===== src/rtl/xbb_pkg.sv =====
// Package: shared types for the host-to-expansion cycle bridge.
// Assumes: nothing beyond IEEE 1800-2017.
package xbb_pkg;

    // Sequencer states for host cycles
    typedef enum logic [1:0] {
        SEQ_IDLE = 2'd0,   // no non-posted cycle in flight
        SEQ_WAIT = 2'd1,   // forwarded cycle awaiting completion
        SEQ_PEND = 2'd2    // new cycle parked behind a draining post
    } seq_state_t;

    // Attributes of a captured host cycle
    typedef struct packed {
        logic mem;
        logic wr;
        logic isa;
    } cyc_attr_t;

endpackage


===== src/rtl/xbb_cfg_strap.sv =====
// Module: xbb_cfg_strap
// Samples the mode straps on each rising edge of power-good.
// Assumes: pwr_good is asynchronous and is synchronized here with
// SYNC_STAGES flops; the straps are static around the edge.
module xbb_cfg_strap #(
    parameter int SYNC_STAGES = 2
) (
    input  logic clk,
    input  logic rst_n,
    input  logic pwr_good,
    input  logic strap_amode,
    input  logic strap_nxt,
    output logic mode_base
);
    logic [SYNC_STAGES-1:0] pg_sync;
    logic                   pg_prev;
    logic                   pg_rise;

    // Synchronizer chain for power-good
    generate
        for (genvar gi = 0; gi < SYNC_STAGES; gi++) begin : g_sync
            if (gi == 0) begin : g_first
                always_ff @(posedge clk) begin
                    if (!rst_n) pg_sync[0] <= 1'b0;
                    else        pg_sync[0] <= pwr_good;
                end
            end else begin : g_next
                always_ff @(posedge clk) begin
                    if (!rst_n) pg_sync[gi] <= 1'b0;
                    else        pg_sync[gi] <= pg_sync[gi-1];
                end
            end
        end
    endgenerate

    assign pg_rise = pg_sync[SYNC_STAGES-1] & ~pg_prev;

    // Edge detector and strap sampling register
    always_ff @(posedge clk) begin
        if (!rst_n) begin
            pg_prev   <= 1'b0;
            mode_base <= 1'b0;
        end else begin
            pg_prev <= pg_sync[SYNC_STAGES-1];
            if (pg_rise) mode_base <= ~strap_amode & strap_nxt;
        end
    end

    AST_MODE_ON_EDGE_ONLY: assert property (@(posedge clk) disable iff (!rst_n)
        !$stable(mode_base) |-> $past(pg_rise));

endmodule


===== src/rtl/xbb_hold_relay.sv =====
// Module: xbb_hold_relay
// Passes the arbiter's hold request to the host and the host's
// acknowledge back to the arbiter, never breaking a locked sequence.
// Assumes: all inputs are synchronous to clk.
module xbb_hold_relay (
    input  logic clk,
    input  logic rst_n,
    input  logic arb_hold_req,
    input  logic host_lock_n,
    input  logic host_hlda,
    output logic host_hold,
    output logic arb_hlda
);
    // Hold request and acknowledge registers
    always_ff @(posedge clk) begin
        if (!rst_n) begin
            host_hold <= 1'b0;
            arb_hlda  <= 1'b0;
        end else begin
            host_hold <= arb_hold_req & (host_hold | host_lock_n);
            arb_hlda  <= arb_hold_req & host_hold & host_hlda;
        end
    end

    AST_NO_HOLD_UNDER_LOCK: assert property (@(posedge clk) disable iff (!rst_n)
        $rose(host_hold) |-> $past(host_lock_n));

    AST_HLDA_AFTER_HOST: assert property (@(posedge clk) disable iff (!rst_n)
        $rose(arb_hlda) |-> ($past(host_hold) && $past(host_hlda)));

endmodule


===== src/rtl/xbb_ready_gen.sv =====
// Module: xbb_ready_gen
// Turns the sequencer's early-ready pulse into the two active-low
// ready outputs, the normal one trailing the early one by a clock.
// Assumes: early_pulse is a registered one-clock pulse.
module xbb_ready_gen (
    input  logic clk,
    input  logic rst_n,
    input  logic early_pulse,
    output logic host_erdy_n,
    output logic host_rdy_n
);
    assign host_erdy_n = ~early_pulse;

    // One-clock delay from early ready to ready
    always_ff @(posedge clk) begin
        if (!rst_n) host_rdy_n <= 1'b1;
        else        host_rdy_n <= ~early_pulse;
    end

    AST_RDY_TRAILS_EARLY: assert property (@(posedge clk) disable iff (!rst_n)
        !host_erdy_n |=> !host_rdy_n);

    AST_RDY_ONE_CLOCK: assert property (@(posedge clk) disable iff (!rst_n)
        !host_rdy_n |=> host_rdy_n);

endmodule


===== src/rtl/xbb_cycle_seq.sv =====
// Module: xbb_cycle_seq
// Decides for each host cycle whether to forward it, posts single
// memory writes, starts the expansion engine and raises early ready.
// Assumes: the host issues no new cycle before ready of the previous
// non-posted one; xs_done is a one-clock pulse per started cycle.
module xbb_cycle_seq
    import xbb_pkg::*;
#(
    parameter int NUM_STRB = 2
) (
    input  logic                clk,
    input  logic                rst_n,
    input  logic [NUM_STRB-1:0] host_strb_n,
    input  logic                host_dc,
    input  logic                host_wr,
    input  logic                host_mio,
    input  logic                loc_mem_n,
    input  logic                loc_io_n,
    input  logic                post_en_n,
    input  logic                tgt_isa,
    input  logic                xs_done,
    output logic                xs_start,
    output logic                xs_isa,
    output logic                xs_write,
    output logic                xs_mem,
    output logic                xs_post_latch,
    output logic                early_pulse
);
    seq_state_t state;
    cyc_attr_t  attr;
    logic       post_busy;
    logic       strb_hit;
    logic       is_local;
    logic       fwd_hit;
    logic       postable;

    // Cycle qualification from strobes, decodes and cycle type
    always_comb begin
        strb_hit = ~(&host_strb_n);
        is_local = ~loc_mem_n | ~loc_io_n;
        fwd_hit  = strb_hit & ~is_local;
        postable = host_mio & host_wr & host_dc & ~post_en_n;
    end

    // Sequencer: launch, post, park and complete host cycles
    always_ff @(posedge clk) begin
        if (!rst_n) begin
            state         <= SEQ_IDLE;
            attr          <= '0;
            post_busy     <= 1'b0;
            xs_start      <= 1'b0;
            xs_post_latch <= 1'b0;
            early_pulse   <= 1'b0;
        end else begin
            xs_start      <= 1'b0;
            xs_post_latch <= 1'b0;
            early_pulse   <= 1'b0;
            unique case (state)
                SEQ_IDLE: begin
                    if (post_busy && xs_done) post_busy <= 1'b0;
                    if (fwd_hit) begin
                        attr <= '{mem: host_mio, wr: host_wr, isa: tgt_isa};
                        if (post_busy && !xs_done) begin
                            state <= SEQ_PEND;
                        end else if (postable) begin
                            xs_start      <= 1'b1;
                            xs_post_latch <= 1'b1;
                            early_pulse   <= 1'b1;
                            post_busy     <= 1'b1;
                        end else begin
                            xs_start <= 1'b1;
                            state    <= SEQ_WAIT;
                        end
                    end
                end
                SEQ_PEND: begin
                    if (xs_done) begin
                        post_busy <= 1'b0;
                        xs_start  <= 1'b1;
                        state     <= SEQ_WAIT;
                    end
                end
                SEQ_WAIT: begin
                    if (xs_done) begin
                        early_pulse <= 1'b1;
                        state       <= SEQ_IDLE;
                    end
                end
                default: state <= SEQ_IDLE;
            endcase
        end
    end

    assign xs_isa   = attr.isa;
    assign xs_write = attr.wr;
    assign xs_mem   = attr.mem;

    AST_START_ONE_CLOCK: assert property (@(posedge clk) disable iff (!rst_n)
        xs_start |=> !xs_start);

    AST_LOCAL_NO_START: assert property (@(posedge clk) disable iff (!rst_n)
        (state == SEQ_IDLE && strb_hit && is_local) |=> !xs_start);

    AST_POST_TOGETHER: assert property (@(posedge clk) disable iff (!rst_n)
        xs_post_latch |-> (xs_start && early_pulse));

    AST_DRAIN_NO_READY: assert property (@(posedge clk) disable iff (!rst_n)
        (state == SEQ_PEND) |-> !early_pulse);

endmodule


===== src/rtl/xbus_bridge_ctrl.sv =====
// Module: xbus_bridge_ctrl (top)
// Host-to-expansion cycle bridge controller: cycle sequencing, ready
// generation, hold relay and mode strap sampling.
// Assumes: single clock domain except pwr_good; synchronous reset.
module xbus_bridge_ctrl
    import xbb_pkg::*;
#(
    parameter int NUM_STRB    = 2,
    parameter int SYNC_STAGES = 2
) (
    input  logic                clk,
    input  logic                rst_n,
    input  logic [NUM_STRB-1:0] host_strb_n,
    input  logic                host_dc,
    input  logic                host_wr,
    input  logic                host_mio,
    input  logic                loc_mem_n,
    input  logic                loc_io_n,
    input  logic                post_en_n,
    input  logic                tgt_isa,
    input  logic                host_lock_n,
    output logic                host_erdy_n,
    output logic                host_rdy_n,
    output logic                xs_start,
    output logic                xs_isa,
    output logic                xs_write,
    output logic                xs_mem,
    output logic                xs_post_latch,
    input  logic                xs_done,
    input  logic                arb_hold_req,
    output logic                host_hold,
    input  logic                host_hlda,
    output logic                arb_hlda,
    input  logic                strap_amode,
    input  logic                strap_nxt,
    input  logic                pwr_good,
    output logic                mode_base
);
    logic early_pulse;

    xbb_cycle_seq #(.NUM_STRB(NUM_STRB)) u_seq (
        .clk           (clk),
        .rst_n         (rst_n),
        .host_strb_n   (host_strb_n),
        .host_dc       (host_dc),
        .host_wr       (host_wr),
        .host_mio      (host_mio),
        .loc_mem_n     (loc_mem_n),
        .loc_io_n      (loc_io_n),
        .post_en_n     (post_en_n),
        .tgt_isa       (tgt_isa),
        .xs_done       (xs_done),
        .xs_start      (xs_start),
        .xs_isa        (xs_isa),
        .xs_write      (xs_write),
        .xs_mem        (xs_mem),
        .xs_post_latch (xs_post_latch),
        .early_pulse   (early_pulse)
    );

    xbb_ready_gen u_rdy (
        .clk         (clk),
        .rst_n       (rst_n),
        .early_pulse (early_pulse),
        .host_erdy_n (host_erdy_n),
        .host_rdy_n  (host_rdy_n)
    );

    xbb_hold_relay u_hold (
        .clk          (clk),
        .rst_n        (rst_n),
        .arb_hold_req (arb_hold_req),
        .host_lock_n  (host_lock_n),
        .host_hlda    (host_hlda),
        .host_hold    (host_hold),
        .arb_hlda     (arb_hlda)
    );

    xbb_cfg_strap #(.SYNC_STAGES(SYNC_STAGES)) u_strap (
        .clk         (clk),
        .rst_n       (rst_n),
        .pwr_good    (pwr_good),
        .strap_amode (strap_amode),
        .strap_nxt   (strap_nxt),
        .mode_base   (mode_base)
    );

    AST_START_NEEDS_NO_READY: assert property (@(posedge clk) disable iff (!rst_n)
        (xs_start && !xs_post_latch) |-> host_erdy_n);

endmodule


===== config.mk =====
export PLATFORM = sky130hd
export DESIGN_NAME = xbus_bridge_ctrl
export DESIGN_NICKNAME = d
export VERILOG_FILES = /design/src/rtl/xbb_pkg.sv /design/src/rtl/xbb_cfg_strap.sv /design/src/rtl/xbb_hold_relay.sv /design/src/rtl/xbb_ready_gen.sv /design/src/rtl/xbb_cycle_seq.sv /design/src/rtl/xbus_bridge_ctrl.sv
export SDC_FILE = /design/constraint.sdc
export NUM_CORES = 1
export LEC_CHECK = 0
export BUFFER_PORTS_ARGS = -buffer_cell sky130_fd_sc_hd__buf_2
export CELL_PAD_IN_SITES_DETAIL_PLACEMENT = 1
export CELL_PAD_IN_SITES_GLOBAL_PLACEMENT = 2
export CORE_MARGIN = 5
export CORE_UTILIZATION = 28
export DETAILED_ROUTE_END_ITERATION = 8
export HOLD_SLACK_MARGIN = 0.02
export PLACE_DENSITY_LB_ADDON = 0.1
export SLEW_MARGIN = 20
export SYNTH_ARGS = -nofsm -noshare
export SYNTH_HDL_FRONTEND = slang
export SYNTH_SLANG_ARGS = --single-unit

===== constraint.sdc =====
create_clock -name clk -period 2.1 [get_ports clk]
set_input_delay 0.105 -clock clk [delete_from_list [all_inputs] [get_ports clk]]
set_output_delay 0.105 -clock clk [all_outputs]
set_load 0.02 [all_outputs]

==> results of run 1 <==
## per-layer routing
metal,global-route usage (%),wire [um],up-vias
li1,-,-,280
met1,11.2,671,257
met2,15.5,667,17
met3,2.67,113,2
met4,6.95,23,0
met5,0,0,-
## worst max-delay path, cell delays in order, from the launching register on
cell and delay, ns:
dfxtp_1 0.38, nor2_2 0.16, and4_4 0.28, mux2i_1 0.19
## cells in the mapped netlist (2+ instances only)
cell type,instances
a41oi_1,2
and2_1,2
and4bb_2,2
buf_2,2
dfxtp_1,16
inv_1,4
mux2i_1,3
nand2_1,8
nor2_1,2
o21ai_0,2
o21bai_1,2
## logic make-up (layout without fill, tap and decap cells)
group	Yosys count	after routing	share of synthesized area, %
simple gates	23	23	23.7
flops	16	16	50.1
compound gates	12	12	15.9
buf+inv	7	36	5.67
mux	3	3	4.70
## layout make-up
type / instances / area share [%]
multi-input cells: 38 / 33.9
flip-flops and latches: 16 / 38.4
clock buffers: 4 / 4.35
repair buffers: 28 / 17.4
well taps: 28 / 4.20
inverters: 4 / 1.80
## worst max path at each step
stage	start	endpoint	slack, ns	cells after the start
global route	u_seq.state[1]	u_seq.xs_write	0.92	3
detailed placement	u_seq.state[1]	u_seq.xs_write	1.04	3
global placement	u_strap.pg_sync[1]	u_strap.mode_base	1.06	3
finish	u_seq.state[1]	u_seq.xs_write	1.02	3
CTS	u_seq.state[1]	u_seq.xs_write	1.01	3
floorplan	u_seq.state[1]	u_seq.post_busy	1.06	4
## metrics by stage
step	worst slack (ns)	utilization [%]	total power, W	hold slack, ns	instance area [um^2]
finish	1.02	38.1	0.000592	0.0537	835
global route	0.924	38.1	0.000625	0.0464	835
CTS	1.01	38.1	0.000602	0.0441	835
detailed placement	1.04	36.0	0.000389	0.323	788
global placement	1.06	36.0	0.000389	0.319	788
floorplan	1.06	-	0.000362	0.184	639
## where the power goes
part	internal, W	switching [W]
clock	0.000106	0.000103
combinational	0.0000309	0.0000341
sequential	0.000313	0.00000519
total	0.000449	0.000143
==> results.toml, run 1 <==
[run_status]
outcome = "finished clean"

[die]
core_um2 = 2190
dieHeight_um = 57.8
io_pins = 28
start_util_pct = 29.2
die_x_um = 57.8
die_area_um2 = 3340
fp-row-count = 17

[place]
gp_congestion = 0.851
port_buffers = 27
dp.cells = 113
dp_hpwl_um = 1060

[synthesis]
syn_area_per_cell_um2 = 10.5
syn_area_um2 = 639
synth-seq-cells = 16
ys_seq_area_share_pct = 50.1
synth_largest_area_cell = "dfxtp_1"
synth_top_area_share_pct = 50.1
syn_nets = 79
synthTopCellsByArea = "dfxtp_1 (50%), mux2i_1 (4.7%), nand2_1 (4.7%)"
netlist_instances = 61
async_flop_share_pct = 0
synth-main-ff-cell = "dfxtp_1"
ys_types = 27
synth_edf_count = 0
yosys_warnings = 0

[final_layout]
seq_area_um2 = 320
drive_above_1_share_pct = 40.0
layout_commonest_cell = "buf_2"
final_nets = 109
finalNonFillerCells = 118
nFillCells = 272
multi_input_area_um2 = 283
reg_top3 = "u_seq.state x2, u_strap.pg_sync x2"
antennaDiodeCount = 0
syn2layout_area_growth_pct = 30.5
final_cell_mix = "buf_2 (27), dfxtp_1 (16), nand2_1 (8)"

[clock_tree]
post_cts_resize_count = 0
h-tree-depth = 1
clock_path_buffers = 2
clkLatencyLatePin_ns = 0.29
post_cts_buffers = 0
cts-root-buf = "clkbuf_4"
cts.clk_slew.worst_paths_ns = 0.10
cts.sinks = 16
cts_tree = "done"
hold_buffers = 1
numCtsBuffers = 3

[route]
routed_wl_um = 1480
post-route-drc-count = 0
dr.pass1.iters = 3
num_vias = 556
wire_per_inst_um = 12.5
ant_nets = 0
avgViaCountPerCell = 4.71
drt_iter0_drc = 3

[hold_path]
hold_path.class = "in2reg"
hp-start = "host_lock_n"
min_path_cells = 2
hold_end = "u_hold.host_hold"

[setup_path]
critPathKind = "reg2reg"
cp.required_ns = 2.32
r2r-start = "u_seq.state[1]"
path_max_fanout = 6
cp-start-kind = "register"
arrival_ns = 1.30
end_kind = "register"
r2r_slack_ns = 1.02
reg2reg_depth = 3
r2r_end = "u_seq.xs_write"

[timing]
setup_violations = 0
tightest_slew_ns = 0.303
rsz0062_at_grt = "no"
slew_headroom_pct = 79.8
clock_skew_ns = 0.00310
post-route-min-period_ns = 1.08
fin_crit_sh_pct = 51.4
drv_slew = 0
setup_tns_ns = 0
finalHoldViolations = 0
fmax_mhz = 927

[power_and_ir_drop]
leakagePower_nw = 0.383
power_density_nw_per_um2 = 709
ir_drop_uv = 278

[grt]
grt_overflow = 0
grt_pass1_vias = 561
grt_util_all_layers_pct = 9.76
antenna_found_initial = 0
grt_pass1_wl_um = 2450
grt_max_degree = 20

[flow_run]
cap_violations = 0
Power figures use the tool's default switching activity.
==> run 2: changes to the inputs <==
Settings changed: ABC_AREA set to 1, CORE_UTILIZATION 28 to 21.
Clock period 2.1 ns to 0.9 ns, I/O delays scaled along.
==> results.toml, run 2 <==
[hold_path]
min_path_cells = 2
hold_path.class = "in2reg"
hp-start = "rst_n"
hold_end = "u_rdy.host_rdy_n"

[clock_tree]
h-tree-depth = 1
clock_path_buffers = 2
numCtsBuffers = 3
cts.sinks = 16
cts-root-buf = "clkbuf_4"
cts_tree = "done"
cts.clk_slew.worst_paths_ns = 0.09
clkLatencyLatePin_ns = 0.28

[synthesis]
synth_edf_count = 0
ys_types = 18
ys_seq_area_share_pct = 49.8
synthTopCellsByArea = "dfxtp_1 (50%), nand2_1 (8.8%), nor2_1 (7.6%)"
synth_largest_area_cell = "dfxtp_1"
synth-seq-cells = 16
synthTopCellsByCount = "dfxtp_1 (16), nand2_1 (15), nor2_1 (13)"
syn_area_per_cell_um2 = 7.48
async_flop_share_pct = 0
synth_top_area_share_pct = 49.8
syn_area_um2 = 643
yosys_warnings = 0
netlist_instances = 86
synth_most_common_cell = "dfxtp_1"
syn_nets = 104
synth-main-ff-cell = "dfxtp_1"

[grt]
grt_max_degree = 15
antenna_found_initial = 0
grt_pass1_vias = 787
grt_overflow = 0
grt_util_all_layers_pct = 9.74
grt_pass1_wl_um = 3220

[setup_path]
cp_top_family = "flip-flops"
slowest_delay_ns = 0.38
r2r_slack_ns = -0.1
critPathKind = "reg2reg"
r2r_end = "u_seq.state[1]"
path_max_fanout = 4
r2r-start = "u_seq.state[0]"
cp.required_ns = 1.08
slowest_stage = "dfxtp_4"
crit_path_cell_trace = "inv_4 -> nand3_1 -> nand2_1 -> clkinv_1 -> nand4_1 -> a21oi_2"
critical_path_buf_inv_count = 2
cp-start-kind = "register"
arrival_ns = 1.18
reg2reg_depth = 6
end_kind = "register"

[place]
gp_congestion = 0.830
place_ws_ns = -0.140
dp_hpwl_um = 1380
postPlaceCellArea_um2 = 852
port_buffers = 27

[final_layout]
nFillCells = 382
layout_commonest_cell = "buf_2"
antennaDiodeCount = 0
final_nets = 151
final_area_um2 = 1030
syn2layout_area_growth_pct = 59.9
drive_above_1_share_pct = 42.4
reg_top3 = "u_seq.state x2, u_strap.pg_sync x2"
final_cell_mix = "buf_2 (27), nand2_1 (15), dfxtp_1 (13)"

[power_and_ir_drop]
power_density_nw_per_um2 = 1450
leakagePower_nw = 0.513
ir_drop_uv = 569

[timing]
drv_slew = 0
fin_crit_sh_pct = 111
finalHoldViolations = 0
post-route-min-period_ns = 0.996
rsz0062_at_grt = "yes"
slew_headroom_pct = 83.2
fmax_mhz = 1000
tightest_slew_ns = 0.252
setup_ws_ns = -0.0961
clock_skew_ns = 0.00166
setup_violations = 9

[route]
dr.pass1.iters = 4
post-route-drc-count = 0
routed_wl_um = 1880
drt_iter0_drc = 4
ant_nets = 0
avgViaCountPerCell = 4.25
num_vias = 702
wire_per_inst_um = 11.4

[flow_run]
cap_violations = 0

[die]
fp-row-count = 20
die_area_um2 = 4270
io_pins = 28
start_util_pct = 21.4
core_um2 = 3000
die_x_um = 65.3
dieHeight_um = 65.3

[run_status]
outcome = "finished, violations left"
violations = "setup timing"
[run 2: cell families (layout without fill, tap and decap cells)]
family	Yosys count	count (layout)	share of synthesized area (%)
compound gates	10	10	8.17
buf+inv	16	62	9.53
flops	16	16	49.8
simple gates	44	44	32.5
[run 2: routing by layer]
metal | GRT usage [%] | vias to the layer above | routed length, um
met5 | 0 | - | 0
met4 | 3.89 | 0 | 12
met3 | 2.91 | 2 | 94
met2 | 17.8 | 14 | 985
met1 | 10.3 | 324 | 783
li1 | - | 362 | -
[run 2: through the flow]
stage | hold slack [ns] | instances | TNS, ns | power [W] | util [%]
4_1_cts | 0.0544 | 164 | -0.725 | 0.00152 | 33.2
3_3_place_gp | 0.230 | 150 | -0.961 | 0.000986 | 28.4
3_5_place_dp | 0.239 | 150 | -0.895 | 0.000988 | 28.4
6_report | 0.0574 | 165 | -0.617 | 0.00149 | 34.3
2_1_floorplan | 0.143 | 86 | 0 | 0.000888 | -
5_1_grt | 0.0833 | 165 | -1.32 | 0.00159 | 34.3
[run 2: how the worst max path moves through the flow]
stage / end / start / depth (start not counted) / slack, ns
after floorplan: u_seq.xs_isa / u_seq.state[0] / 6 / 0.006
after global placement: u_seq.state[1] / u_seq.state[0] / 6 / -0.18
after detailed placement: u_seq.xs_isa / u_seq.state[0] / 6 / -0.14
after CTS: u_seq.xs_isa / u_seq.state[0] / 6 / -0.12
after global routing: u_seq.early_pulse / u_seq.state[0] / 5 / -0.17
final: u_seq.state[1] / u_seq.state[0] / 6 / -0.1
[run 2: area by class of cell]
type | count | area, um^2 | share of cell area (%)
multi-input cells | 54 | 280 | 27.3
inverters | 15 | 63.8 | 6.20
clock buffers | 4 | 36.3 | 3.53
flip-flops and latches | 16 | 329 | 32.0
repair buffers | 43 | 278 | 27.0
well taps | 33 | 41.3 | 4.01
[run 2: timing repair]
item,4_1_cts,5_1_grt
hold buffers,9,0
endpoints found under the hold margin,7,0
gates resized for setup,5,9
buffers inserted,1,1
endpoints found under the setup margin,9,9
pin swaps,5,2
[run 2: where the power goes]
group,total (W),switching [W],internal [W],leakage (nW)
Clock,0.000471,0.000225,0.000246,0.0210
Sequential,0.000754,0.0000192,0.000735,0.133
Combinational,0.000270,0.000141,0.000129,0.360
